===== config.mk =====
export PLATFORM = sky130hd
export DESIGN_NAME = refbit_replacer
export DESIGN_NICKNAME = d
export VERILOG_FILES = /design/src/rtl/refbit_pkg.sv /design/src/rtl/repl_ctrl.sv /design/src/rtl/repl_datapath.sv /design/src/rtl/refbit_replacer.sv
export SDC_FILE = /design/constraint.sdc
export NUM_CORES = 1
export LEC_CHECK = 0
export ABC_CLOCK_PERIOD_IN_PS = 1900
export BUFFER_PORTS_ARGS = -buffer_cell sky130_fd_sc_hd__buf_2
export CORE_AREA = 2 2 44 46
export DETAILED_ROUTE_END_ITERATION = 10
export DIE_AREA = 0 0 46 48
export GPL_TIMING_DRIVEN = 0
export HOLD_SLACK_MARGIN = 0.08
export PLACE_DENSITY = 0.86
export SLEW_MARGIN = 20
export SYNTH_ARGS = -nofsm -noshare
export SYNTH_HDL_FRONTEND = slang
export SYNTH_SLANG_ARGS = --single-unit

===== constraint.sdc =====
create_clock -name clk -period 1.9 [get_ports clk]
set_input_delay 0.19 -clock clk [delete_from_list [all_inputs] [get_ports clk]]
set_output_delay 0.19 -clock clk [all_outputs]
set_load 0.1 [all_outputs]

===== src/rtl/refbit_pkg.sv =====
package refbit_pkg;
  // Strobes sent from the control to the datapath each cycle
  typedef struct packed {
    logic wipe;     // clear all referenced flags at this edge
    logic capture;  // register a victim choice
    logic advance;  // step the round-robin pointer
  } repl_strobe_t;
endpackage


===== src/rtl/repl_ctrl.sv =====
module repl_ctrl
  import refbit_pkg::*;
#(
  parameter int NUM_WAYS     = 8,
  parameter int CLEAR_PERIOD = 30
) (
  input  logic                clk,
  input  logic                rst,
  input  logic                replReq,
  input  logic [NUM_WAYS-1:0] blkValid,
  input  logic [NUM_WAYS-1:0] refState,
  output repl_strobe_t        strb
);
  localparam int CNT_W = $clog2(CLEAR_PERIOD + 1);

  logic [CNT_W-1:0] tickCnt;
  logic             lastTick;
  logic             allTouched;

  assign lastTick   = (tickCnt == CNT_W'(CLEAR_PERIOD - 1));
  assign allTouched = &(refState & blkValid);

  always_ff @(posedge clk) begin
    if (rst)           tickCnt <= '0;
    else if (lastTick) tickCnt <= '0;
    else               tickCnt <= tickCnt + 1'b1;
  end

  always_comb begin
    strb.wipe    = lastTick;
    strb.capture = replReq;
    strb.advance = replReq & allTouched;
  end
endmodule


===== src/rtl/repl_datapath.sv =====
module repl_datapath
  import refbit_pkg::*;
#(
  parameter int NUM_WAYS = 8,
  parameter int IDX_W    = 3
) (
  input  logic                clk,
  input  logic                rst,
  input  logic                accValid,
  input  logic [IDX_W-1:0]    accIdx,
  input  logic [NUM_WAYS-1:0] blkValid,
  input  repl_strobe_t        strb,
  output logic [NUM_WAYS-1:0] refState,
  output logic [IDX_W-1:0]    rrPtr,
  output logic [IDX_W-1:0]    victimIdx,
  output logic                victimValid
);
  logic [NUM_WAYS-1:0] accMask;
  logic [NUM_WAYS-1:0] refNext;
  logic                freeHit, coldHit;
  logic [IDX_W-1:0]    freeIdx, coldIdx, pick, rrNext;

  always_comb begin
    accMask = '0;
    if (accValid) accMask[accIdx] = 1'b1;
    refNext = strb.wipe ? accMask : (refState | accMask);
  end

  // Lowest-index search: scan downward so the smallest index is kept
  always_comb begin
    freeHit = 1'b0;
    freeIdx = '0;
    coldHit = 1'b0;
    coldIdx = '0;
    for (int i = NUM_WAYS - 1; i >= 0; i--) begin
      if (!blkValid[i]) begin
        freeHit = 1'b1;
        freeIdx = IDX_W'(i);
      end
      if (!refState[i]) begin
        coldHit = 1'b1;
        coldIdx = IDX_W'(i);
      end
    end
    if (freeHit)      pick = freeIdx;
    else if (coldHit) pick = coldIdx;
    else              pick = rrPtr;
    rrNext = (rrPtr == IDX_W'(NUM_WAYS - 1)) ? '0 : rrPtr + 1'b1;
  end

  always_ff @(posedge clk) begin
    if (rst) begin
      refState    <= '0;
      rrPtr       <= '0;
      victimIdx   <= '0;
      victimValid <= 1'b0;
    end else begin
      refState    <= refNext;
      victimValid <= strb.capture;
      if (strb.capture) victimIdx <= pick;
      if (strb.advance) rrPtr <= rrNext;
    end
  end
endmodule


===== src/rtl/refbit_replacer.sv =====
module refbit_replacer
  import refbit_pkg::*;
#(
  parameter int NUM_WAYS     = 8,
  parameter int CLEAR_PERIOD = 30,
  localparam int IDX_W       = $clog2(NUM_WAYS)
) (
  input  logic                clk,
  input  logic                rst,
  input  logic                accValid,
  input  logic [IDX_W-1:0]    accIdx,
  input  logic [NUM_WAYS-1:0] blkValid,
  input  logic                replReq,
  output logic [IDX_W-1:0]    victimIdx,
  output logic                victimValid
);
  repl_strobe_t        strb;
  logic [NUM_WAYS-1:0] refState;
  logic [IDX_W-1:0]    rrPtr;

  repl_ctrl #(.NUM_WAYS(NUM_WAYS), .CLEAR_PERIOD(CLEAR_PERIOD)) u_ctrl (
    .clk(clk), .rst(rst), .replReq(replReq), .blkValid(blkValid),
    .refState(refState), .strb(strb)
  );

  repl_datapath #(.NUM_WAYS(NUM_WAYS), .IDX_W(IDX_W)) u_dp (
    .clk(clk), .rst(rst), .accValid(accValid), .accIdx(accIdx),
    .blkValid(blkValid), .strb(strb), .refState(refState), .rrPtr(rrPtr),
    .victimIdx(victimIdx), .victimValid(victimValid)
  );
endmodule


==> results of run 1 <==
[registers in the layout (all words and copies together) (netlist names)]
name / cells
u_ctrl.tickCnt: 5
u_dp.refState: 8
u_dp.rrPtr: 3
u_dp.victimIdx: 3
u_dp.victimValid: 1
[critical path, delay by kind of cell (launching register included)]
family	cells	cell delay (ps)
flops	1	370
fa+ha+maj	1	190
buf+inv	1	50
compound gates	2	830
[cells by family after synthesis]
logic type | Yosys count | synth area share
simple gates | 39 | 0.2454
mux | 1 | 0.01067
buf+inv | 6 | 0.02801
flops | 20 | 0.4267
xor+xnor | 3 | 0.02801
compound gates | 26 | 0.2080
fa+ha+maj | 4 | 0.05334
[stage by stage]
stage | setup slack (ps) | util | hold WS (ps)
floorplan | 254.0 | - | 273.3
global placement | 482.9 | 0.6215 | 449.5
detailed placement | 457.2 | 0.6215 | 455.7
CTS | 424.3 | 0.6430 | 148.2
global route | 294.2 | 0.6430 | 152.7
finish | 415.3 | 0.6430 | 155.0
[layout make-up]
cell class	count	share of cell area
flip-flops and latches	20	0.3687
repair buffers	18	0.08295
plain buffers	1	0.006912
clock buffers	4	0.03341
inverters	5	0.01728
multi-input cells	73	0.4712
well taps	17	0.01959
[per-layer routing]
layer / vias to the layer above / part of all wire / GRT usage
li1: 412 / - / -
met1: 380 / 0.40 / 0.1995
met2: 20 / 0.54 / 0.3667
met3: 4 / 0.041 / 0.03396
met4: 0 / 0.015 / 0.1029
met5: - / 0 / 0
[worst max path at each step]
| stage | slack (ps) | depth (start not counted) | endpoint |
|---|---|---|---|
| after floorplan | 250 | 3 | u_dp.victimIdx[0]$_SDFFE_PP0P_ |
| after global placement | 480 | 4 | u_dp.refState[1]$_SDFF_PP0_ |
| after detailed placement | 460 | 4 | u_dp.refState[2]$_SDFF_PP0_ |
| after CTS | 420 | 4 | u_dp.refState[2]$_SDFF_PP0_ |
| after global routing | 290 | 4 | u_dp.refState[1]$_SDFF_PP0_ |
| final | 420 | 4 | u_dp.refState[2]$_SDFF_PP0_ |
[power groups by stage]
stage / sequential, W / combinational, W / clock [W]
floorplan: 0.000480 / 0.0000435 / 0
global placement: 0.000456 / 0.000100 / 0
detailed placement: 0.000458 / 0.000104 / 0
CTS: 0.000448 / 0.000104 / 0.000250
global route: 0.000451 / 0.000113 / 0.000267
finish: 0.000448 / 0.000104 / 0.000245
[cell usage in the layout, fill, tap and decap left out, types with 2 or more instances in the layout]
cell type  count
a21oi_1        2
a22o_1         4
a31oi_1        3
a32o_1         4
buf_2         18
clkbuf_4       3
dfxtp_1       20
ha_1           4
inv_1          5
nand2_1        7
nand3_1        3
nand4_1        3
nor2_1         9
nor2b_1        5
o21ai_0        5
xor2_1         2
==> out/metrics.cfg, run 1 <==
[critical_path]
crit_path_top_delay_cell = a41oi_1
startpoint_type = flip-flop
critPathMaxFanout = 8
rrSetupSlack_ps = 420
r2r_cells = 4
crit_chain = inv_1 > ha_1 > a41oi_1 > a22o_1
worstSetupEndpointType = flip-flop
critPathArrivalTime_ps = 1740
worst_ep_required_time_ps = 2150
crit_type = reg -> reg
r2r_end = u_dp.refState[2]$_SDFF_PP0_
cp-startpoint = u_ctrl.tickCnt[1]$_SDFF_PP0_
r2r-start = u_ctrl.tickCnt[1]$_SDFF_PP0_
slowest_delay_ps = 580

[synth]
synth_cells = 99
synth-async-reset-ratio = 0
yosysWarnings = 0
syn_nets = 118
synthFlopType = dfxtp_1
synth_area_leaders = dfxtp_1 43%, ha_1 5.3%, a32o_1 4.3%
avgSynthCellArea_um2 = 9.479
synth_commonest_cells = 20 x dfxtp_1, 9 x nor2_1, 7 x nand2_1
synthMostInstantiatedCell = dfxtp_1
synth_top_cell_by_area = dfxtp_1
synth_edf_count = 0
ys_types = 37
ys_ff_latch = 20
synth.top_cell.area_share = 0.4267
synthesis.area_um2 = 938.4
ys_seq_area_frac = 0.4267

[power_and_ir_drop]
power_switching_w = 0.0002071
p_int_w = 0.0005891
pwr-share-clk = 0.307
leakagePower_nw = 0.4629
power_density_nw_per_um2 = 733.1
pwr-share-comb = 0.130
vdd_drop_max_mv = 0.5878
seq_power_share = 0.563
total_power_w = 0.0007962
sw_frac_of_total = 0.2601

[clocking]
numCtsBuffers = 3
clockRootBuffer = clkbuf_4
path_clk_slew_ps = 110
cts_tree = yes
htreeDepth = 1
hold_buffers = 0
cts_resized = 0
clock_latency_ps = 300
clkSinkCount = 20
clk_path_buf_depth = 2
postCtsSetupBuffers = 0

[hold_path]
hp-start = rst
hold_depth = 2
hp-class = in -> reg
hold_path_end = u_dp.victimValid$_SDFF_PP0_

[die]
io_pins = 19
rows = 15
die_w_um = 46
dieArea_um2 = 2208
core_area_um2 = 1689
start_util = 0.5556
die_h_um = 48

[global_routing]
track_usage = 0.1928
grt_pass1_vias = 715
grt-ovfl-total = 0
grt_start_max_net_pins = 12
grt_pass1_wl_mm = 2.939
antenna_found_initial = 0

[sta]
maxSlewHeadroom = 0.5597
rsz0062_at_grt = false
setup_viol = 0
slew_violations = 0
hold_violations = 0
fmax_mhz = 673.5
setup_tns_ps = 0
period_share = 0.7814
finClkSkew_ps = 0.6320
worstMarginPinSlew_ps = 651.8
min_period_ps = 1485

[detailed_routing]
post-route-drc-count = 0
drtPass1Iterations = 4
viasPerCell = 5.913
routed_wl_mm = 1.870
antenna_left = 0
drtIter0Drc = 13
routedWlPerCell_um = 13.55
vias = 816

[run_status]
status = finished clean

[placed_design]
place_hpwl_mm = 1.452
placed_cell_area_um2 = 1050
dp.cells = 134
place.gp.congestion = 0.7473
io_buffers = 18

[flow_run]
drv_cap = 0

[finish]
antenna_cells = 0
design_area_um2 = 1086
drive_gt1_frac = 0.2479
fillCellCount = 149
areaGrowthSynthToFinish_pct = 15.73
final-seq-area_um2 = 400.4
nets = 141
multi_input_area_um2 = 511.7
layout.cells.non_filler = 138

Power figures use the tool's default switching activity.
==> inputs of run 2 (changes only) <==
--- a/config.mk
+++ b/config.mk
@@ -5,14 +5,14 @@
 export SDC_FILE = /design/constraint.sdc
 export NUM_CORES = 1
 export LEC_CHECK = 0
-export ABC_CLOCK_PERIOD_IN_PS = 1900
+export ABC_CLOCK_PERIOD_IN_PS = 1510
 export BUFFER_PORTS_ARGS = -buffer_cell sky130_fd_sc_hd__buf_2
-export CORE_AREA = 2 2 44 46
+export CORE_AREA = 2 2 46 48
 export DETAILED_ROUTE_END_ITERATION = 10
-export DIE_AREA = 0 0 46 48
+export DIE_AREA = 0 0 48 50
 export GPL_TIMING_DRIVEN = 0
 export HOLD_SLACK_MARGIN = 0.08
-export PLACE_DENSITY = 0.86
+export PLACE_DENSITY = 0.8
 export SLEW_MARGIN = 20
 export SYNTH_ARGS = -nofsm -noshare
 export SYNTH_HDL_FRONTEND = slang
==> constraint.sdc (replaced) <==
create_clock -name clk -period 1.51 [get_ports clk]
set_input_delay 0.151 -clock clk [delete_from_list [all_inputs] [get_ports clk]]
set_output_delay 0.151 -clock clk [all_outputs]
set_load 0.1 [all_outputs]
==> out/metrics.cfg, run 2 (synthesized netlist as in run 1, its figures left out) <==
[clocking]
path_clk_slew_ps = 120  ; was 110 ps
clockRootBuffer = clkbuf_4  ; unchanged
clk_path_buf_depth = 2  ; unchanged
numCtsBuffers = 3  ; unchanged
cts_tree = yes  ; unchanged
clock_latency_ps = 310  ; was 300 ps
htreeDepth = 1  ; unchanged
clkSinkCount = 20  ; unchanged

[global_routing]
grt_start_max_net_pins = 12  ; unchanged
grt-ovfl-total = 0  ; unchanged
grt_pass1_wl_mm = 3.063  ; was 2.939 mm
track_usage = 0.1791  ; was 0.1928
grt_pass1_vias = 805  ; was 715
antenna_found_initial = 0  ; unchanged

[run_status]
status = finished clean  ; unchanged

[critical_path]
r2r-start = u_dp.refState[7]$_SDFF_PP0_  ; was u_ctrl.tickCnt[1]$_SDFF_PP0_
cp-startpoint = u_dp.refState[7]$_SDFF_PP0_  ; was u_ctrl.tickCnt[1]$_SDFF_PP0_
crit_type = reg -> reg  ; unchanged
worst_ep_required_time_ps = 1750  ; was 2150 ps
critPathMaxFanout = 5  ; was 8
r2r_cells = 5  ; was 4
critPathArrivalTime_ps = 1710  ; was 1740 ps
rrSetupSlack_ps = 50  ; was 420 ps
worstSetupEndpointType = flip-flop  ; unchanged
startpoint_type = flip-flop  ; unchanged
cp-endpoint = u_dp.rrPtr[1]$_SDFFE_PP0P_  ; was u_dp.refState[2]$_SDFF_PP0_
r2r_end = u_dp.rrPtr[1]$_SDFFE_PP0P_  ; was u_dp.refState[2]$_SDFF_PP0_

[sta]
worstMarginPinSlew_ps = 484.4  ; was 651.8 ps
fmax_mhz = 684.0  ; was 673.5 MHz
setup_ws_ps = 48.11  ; was 415.3 ps
finClkSkew_ps = 8.684  ; was 0.6320 ps
setup_viol = 0  ; unchanged
period_share = 0.9681  ; was 0.7814
min_period_ps = 1462  ; was 1485 ps
setup_tns_ps = 0  ; unchanged
hold_violations = 0  ; unchanged
slew_violations = 0  ; unchanged
maxSlewHeadroom = 0.6793  ; was 0.5597

[detailed_routing]
routed_wl_mm = 1.981  ; was 1.870 mm
post-route-drc-count = 0  ; unchanged
drtIter0Drc = 26  ; was 13
drtPass1Iterations = 4  ; unchanged
routedWlPerCell_um = 13.30  ; was 13.55 um
vias = 831  ; was 816
viasPerCell = 5.577  ; was 5.913
antenna_left = 0  ; unchanged

[die]
io_pins = 19  ; unchanged
rows = 16  ; was 15
dieArea_um2 = 2400  ; was 2208 um^2
start_util = 0.4934  ; was 0.5556
core_area_um2 = 1902  ; was 1689 um^2
die_w_um = 48  ; was 46 um
die_h_um = 50  ; was 48 um

[placed_design]
placed_cell_area_um2 = 1064  ; was 1050 um^2
dp_slack_ps = 20.11  ; was 457.2 ps
place.gp.congestion = 0.7418  ; was 0.7473
place_hpwl_mm = 1.513  ; was 1.452 mm
io_buffers = 18  ; unchanged

[finish]
layout_commonest_cell = buf_2  ; was dfxtp_1
final_cell_mix = 18 x buf_2, 15 x dfxtp_1, 9 x nor2_1, 7 x nand2_1  ; was 20 x dfxtp_1, 18 x buf_2, 9 x nor2_1, 7 x nand2_1
drive_gt1_frac = 0.3033  ; was 0.2479
design_area_um2 = 1120  ; was 1086 um^2
nets = 142  ; was 141
top_register = u_dp.refState  ; unchanged
largest_reg_flops = 8  ; unchanged
antenna_cells = 0  ; unchanged
top_regs = u_dp.refState x8, u_ctrl.tickCnt x5  ; unchanged
areaGrowthSynthToFinish_pct = 19.33  ; was 15.73%
post-route-util = 0.5888  ; was 0.6430

[flow_run]
drv_cap = 0  ; unchanged

[power_and_ir_drop]
vdd_drop_max_mv = 0.6247  ; was 0.5878 mV
power_density_nw_per_um2 = 903.6  ; was 733.1 nW/um^2
leakagePower_nw = 0.4696  ; was 0.4629 nW

[hold_path]
hp-class = in -> reg  ; unchanged

[run 2: changes by cell type in the layout (fill, tap and decap cells not counted)]
cell     previous run  this run
dfxtp_1            20        15
a41oi_1             1         0
dfxtp_2             0         5
a41oi_2             0         1
buf_4               1         2
[run 2: how the worst min path moves through the flow]
stage                      from                              to  cells past startpoint
floorplan                   rst     u_dp.victimValid$_SDFF_PP0_                      1
global placement            rst     u_dp.victimValid$_SDFF_PP0_                      2
detailed placement          rst     u_dp.victimValid$_SDFF_PP0_                      2
CTS                         rst     u_dp.victimValid$_SDFF_PP0_                      2
global route        blkValid[5]  u_dp.victimIdx[1]$_SDFFE_PP0P_                      3
finish              blkValid[5]  u_dp.victimIdx[1]$_SDFFE_PP0P_                      3
[run 2: cell type report]
class / count / area, um^2
Fill cell: 164 / 782.0
Tap cell: 27 / 33.78
Buffer: 1 / 7.507
Inverter: 5 / 18.77
Multi-Input combinational cell: 73 / 519.2
Timing Repair Buffer: 19 / 97.59
Sequential cell: 20 / 406.6
Clock buffer: 4 / 36.28
[run 2: worst max-delay path, stage by stage, from the launching register on]
cell	delay, ps
dfxtp_1	400
nand4_1	160
nor2_2	200
nand3_4	110
or3b_1	390
a21oi_2	140
[run 2: layer usage]
layer	vias up	part of all wire	track usage
met5	-	0	0
li1	416	-	-
met2	22	0.53	0.3356
met1	388	0.41	0.1757
met3	5	0.037	0.03297
met4	0	0.017	0.07658
[run 2: power breakdown]
group	switching, W	leakage, nW	total [W]	internal [W]
clock	0.000166	0.0210	0.000313	0.000147
combinational	0.0000854	0.283	0.000134	0.0000481
sequential	0.0000174	0.165	0.000565	0.000548
total	0.000269	0.470	0.00101	0.000743
[run 2: what timing repair did]
item | 4_1_cts | 5_1_grt
hold buffers | 0 | 0
setup endpoints to repair | 0 | 9
setup buffers | 0 | 1
gates resized for setup | 0 | 5
[run 2: per-stage QoR]
| step | std cells | power, W | hold slack, ps |
|---|---|---|---|
| finish | 149 | 0.001012 | 131.8 |
| global route | 149 | 0.001064 | 115.2 |
| CTS | 148 | 0.001018 | 118.8 |
| detailed placement | 144 | 0.0007077 | 449.1 |
| global placement | 144 | 0.0007005 | 427.4 |
| floorplan | 99 | 0.0006586 | 234.3 |
==> inputs of run 3 (changes only) <==
--- a/config.mk
+++ b/config.mk
@@ -6,13 +6,14 @@
 export NUM_CORES = 1
 export LEC_CHECK = 0
 export ABC_CLOCK_PERIOD_IN_PS = 1510
-export BUFFER_PORTS_ARGS = -buffer_cell sky130_fd_sc_hd__buf_2
+export BUFFER_PORTS_ARGS = -buffer_cell sky130_fd_sc_hd__buf_4
 export CORE_AREA = 2 2 46 48
 export DETAILED_ROUTE_END_ITERATION = 10
 export DIE_AREA = 0 0 48 50
 export GPL_TIMING_DRIVEN = 0
 export HOLD_SLACK_MARGIN = 0.08
-export PLACE_DENSITY = 0.8
+export PLACE_DENSITY = 0.77
+export SETUP_SLACK_MARGIN = 0.05
 export SLEW_MARGIN = 20
 export SYNTH_ARGS = -nofsm -noshare
 export SYNTH_HDL_FRONTEND = slang
==> out/metrics.cfg, run 3 (synthesized netlist as in run 1, its figures left out) <==
[run_status]
status = finished clean  ; unchanged

[detailed_routing]
antenna_left = 0  ; unchanged
routed_wl_mm = 1.944  ; was 1.981 mm
post-route-drc-count = 0  ; unchanged
drtIter0Drc = 18  ; was 26
viasPerCell = 5.487  ; was 5.577
drtPass1Iterations = 4  ; unchanged
vias = 823  ; was 831
routedWlPerCell_um = 12.96  ; was 13.30 um

[finish]
antenna_cells = 0  ; unchanged
largest_reg_flops = 8  ; unchanged
areaGrowthSynthToFinish_pct = 25.73  ; was 19.33%
nets = 143  ; was 142
layout.cells.non_filler = 150  ; was 149
fillCellCount = 173  ; was 164
top_regs = u_dp.refState x8, u_ctrl.tickCnt x5  ; unchanged
final_cell_mix = 20 x buf_4, 11 x dfxtp_1, 9 x nor2_1, 9 x dfxtp_2, 7 x nand2_1  ; was 18 x buf_2, 15 x dfxtp_1, 9 x nor2_1, 7 x nand2_1
top_register = u_dp.refState  ; unchanged
layout_commonest_cell = buf_4  ; was buf_2
drive_gt1_frac = 0.3333  ; was 0.3033
design_area_um2 = 1180  ; was 1120 um^2

[critical_path]
r2r-start = u_dp.refState[7]$_SDFF_PP0_  ; unchanged
crit_type = reg -> reg  ; unchanged
worstSetupEndpointType = flip-flop  ; unchanged
worst_ep_required_time_ps = 1740  ; was 1750 ps
r2r_end = u_dp.rrPtr[1]$_SDFFE_PP0P_  ; unchanged
rrSetupSlack_ps = 150  ; was 50 ps
cp-startpoint = u_dp.refState[7]$_SDFF_PP0_  ; unchanged
r2r_cells = 5  ; unchanged
critPathMaxFanout = 5  ; unchanged
cp-endpoint = u_dp.rrPtr[1]$_SDFFE_PP0P_  ; unchanged
startpoint_type = flip-flop  ; unchanged
critPathArrivalTime_ps = 1600  ; was 1710 ps

[placed_design]
place_hpwl_mm = 1.468  ; was 1.513 mm
dp_slack_ps = 50.41  ; was 20.11 ps
dp.cells = 144  ; unchanged
place.gp.congestion = 0.7209  ; was 0.7418
io_buffers = 18  ; unchanged
placed_cell_area_um2 = 1109  ; was 1064 um^2

[sta]
worstMarginPinSlew_ps = 390.1  ; was 484.4 ps
fmax_mhz = 733.0  ; was 684.0 MHz
setup_tns_ps = 0  ; unchanged
period_share = 0.9035  ; was 0.9681
hold_violations = 0  ; unchanged
maxSlewHeadroom = 0.7399  ; was 0.6793
min_period_ps = 1364  ; was 1462 ps
rsz0062_at_grt = false
setup_viol = 0  ; unchanged
setup_ws_ps = 145.8  ; was 48.11 ps
slew_violations = 0  ; unchanged
finClkSkew_ps = 1.271  ; was 8.684 ps

[die]
core_area_um2 = 1902  ; unchanged
io_pins = 19  ; unchanged
start_util = 0.4934  ; unchanged
die_w_um = 48  ; unchanged
rows = 16  ; unchanged
dieArea_um2 = 2400  ; unchanged
die_h_um = 50  ; unchanged

[clocking]
htreeDepth = 1  ; unchanged
numCtsBuffers = 3  ; unchanged
path_clk_slew_ps = 100  ; was 120 ps
clk_path_buf_depth = 2  ; unchanged
clockRootBuffer = clkbuf_4  ; unchanged
cts_tree = yes  ; unchanged
clkSinkCount = 20  ; unchanged
clock_latency_ps = 290  ; was 310 ps

[global_routing]
grt_pass1_wl_mm = 3.070  ; was 3.063 mm
track_usage = 0.1764  ; was 0.1791
grt_start_max_net_pins = 12  ; unchanged
grt_pass1_vias = 768  ; was 805
antenna_found_initial = 0  ; unchanged
grt-ovfl-total = 0  ; unchanged

[power_and_ir_drop]
power_switching_w = 0.0002524  ; was 0.0002687 W
total_power_w = 0.001011  ; was 0.001012 W
leakagePower_nw = 0.4882  ; was 0.4696 nW
vdd_drop_max_mv = 0.5679  ; was 0.6247 mV
power_density_nw_per_um2 = 856.5  ; was 903.6 nW/um^2
p_int_w = 0.0007582  ; was 0.0007432 W
pwr-share-clk = 0.294  ; was 0.309
pwr-share-comb = 0.146  ; was 0.132
sw_frac_of_total = 0.2497  ; was 0.2655
seq_power_share = 0.560  ; was 0.559

[hold_path]
hp-class = in -> reg  ; unchanged
hp-start = accIdx[2]  ; was blkValid[5]
hold_depth = 2  ; was 3

[flow_run]
drv_cap = 0  ; unchanged

run 3: cell count changes in the layout (fill, tap and decap cells not counted), sizes merged:
cell         delta
dlygate4sd3     +1
run 3: power by group through the flow:
stage,clock network (W),registers [W],logic (W)
detailed placement,0,0.000577,0.000144
floorplan,0,0.000604,0.0000547
CTS,0.000308,0.000565,0.000148
global placement,0,0.000575,0.000140
global route,0.000330,0.000570,0.000160
finish,0.000297,0.000566,0.000147
run 3: critical path: stages, from the launching register on:
cell	delay, ps
dfxtp_2	370
nand4_1	140
nor2_2	180
nand3_4	110
or3b_1	380
a21oi_2	140
run 3: how the worst min path moves through the flow:
stage	end	slack, ps
after floorplan	u_dp.victimValid$_SDFF_PP0_	230
after global placement	u_dp.victimValid$_SDFF_PP0_	400
after detailed placement	u_dp.victimValid$_SDFF_PP0_	400
after CTS	u_dp.refState[6]$_SDFF_PP0_	130
after global routing	u_dp.refState[6]$_SDFF_PP0_	130
final	u_dp.refState[7]$_SDFF_PP0_	140
run 3: final cells by class:
| type | instances | area, um^2 | area share |
|---|---|---|---|
| Sequential cell | 20 | 411.6 | 0.3489 |
| Tap cell | 27 | 33.78 | 0.02863 |
| Timing Repair Buffer | 20 | 152.6 | 0.1294 |
| Inverter | 5 | 18.77 | 0.01591 |
| Clock buffer | 4 | 36.28 | 0.03075 |
| Buffer | 1 | 7.507 | 0.006363 |
| Multi-Input combinational cell | 73 | 519.2 | 0.4401 |
run 3: repair_timing:
| item | CTS | global route |
|---|---|---|
| pin swaps | 0 | 2 |
| setup buffers | 0 | 1 |
| endpoints found under the setup margin | 7 | 2 |
| resized for setup | 1 | 8 |
| endpoints found under the hold margin | 1 | 0 |
| hold buffers | 1 | 0 |
run 3: layer usage:
layer  global-route usage  share of wire  vias to the layer above
li1                     -              -                      417
met3              0.03297          0.046                        2
met2               0.3178           0.54                       22
met1               0.1941           0.41                      382
met5                    0              0                        -
met4              0.05856         0.0031                        0
run 3: stage by stage:
step                hold WS, ps    util
finish                    143.8  0.6204
detailed placement        400.3  0.5829
global route              128.3  0.6204
CTS                       131.3  0.6112
floorplan                 234.3       -
global placement          396.2  0.5829
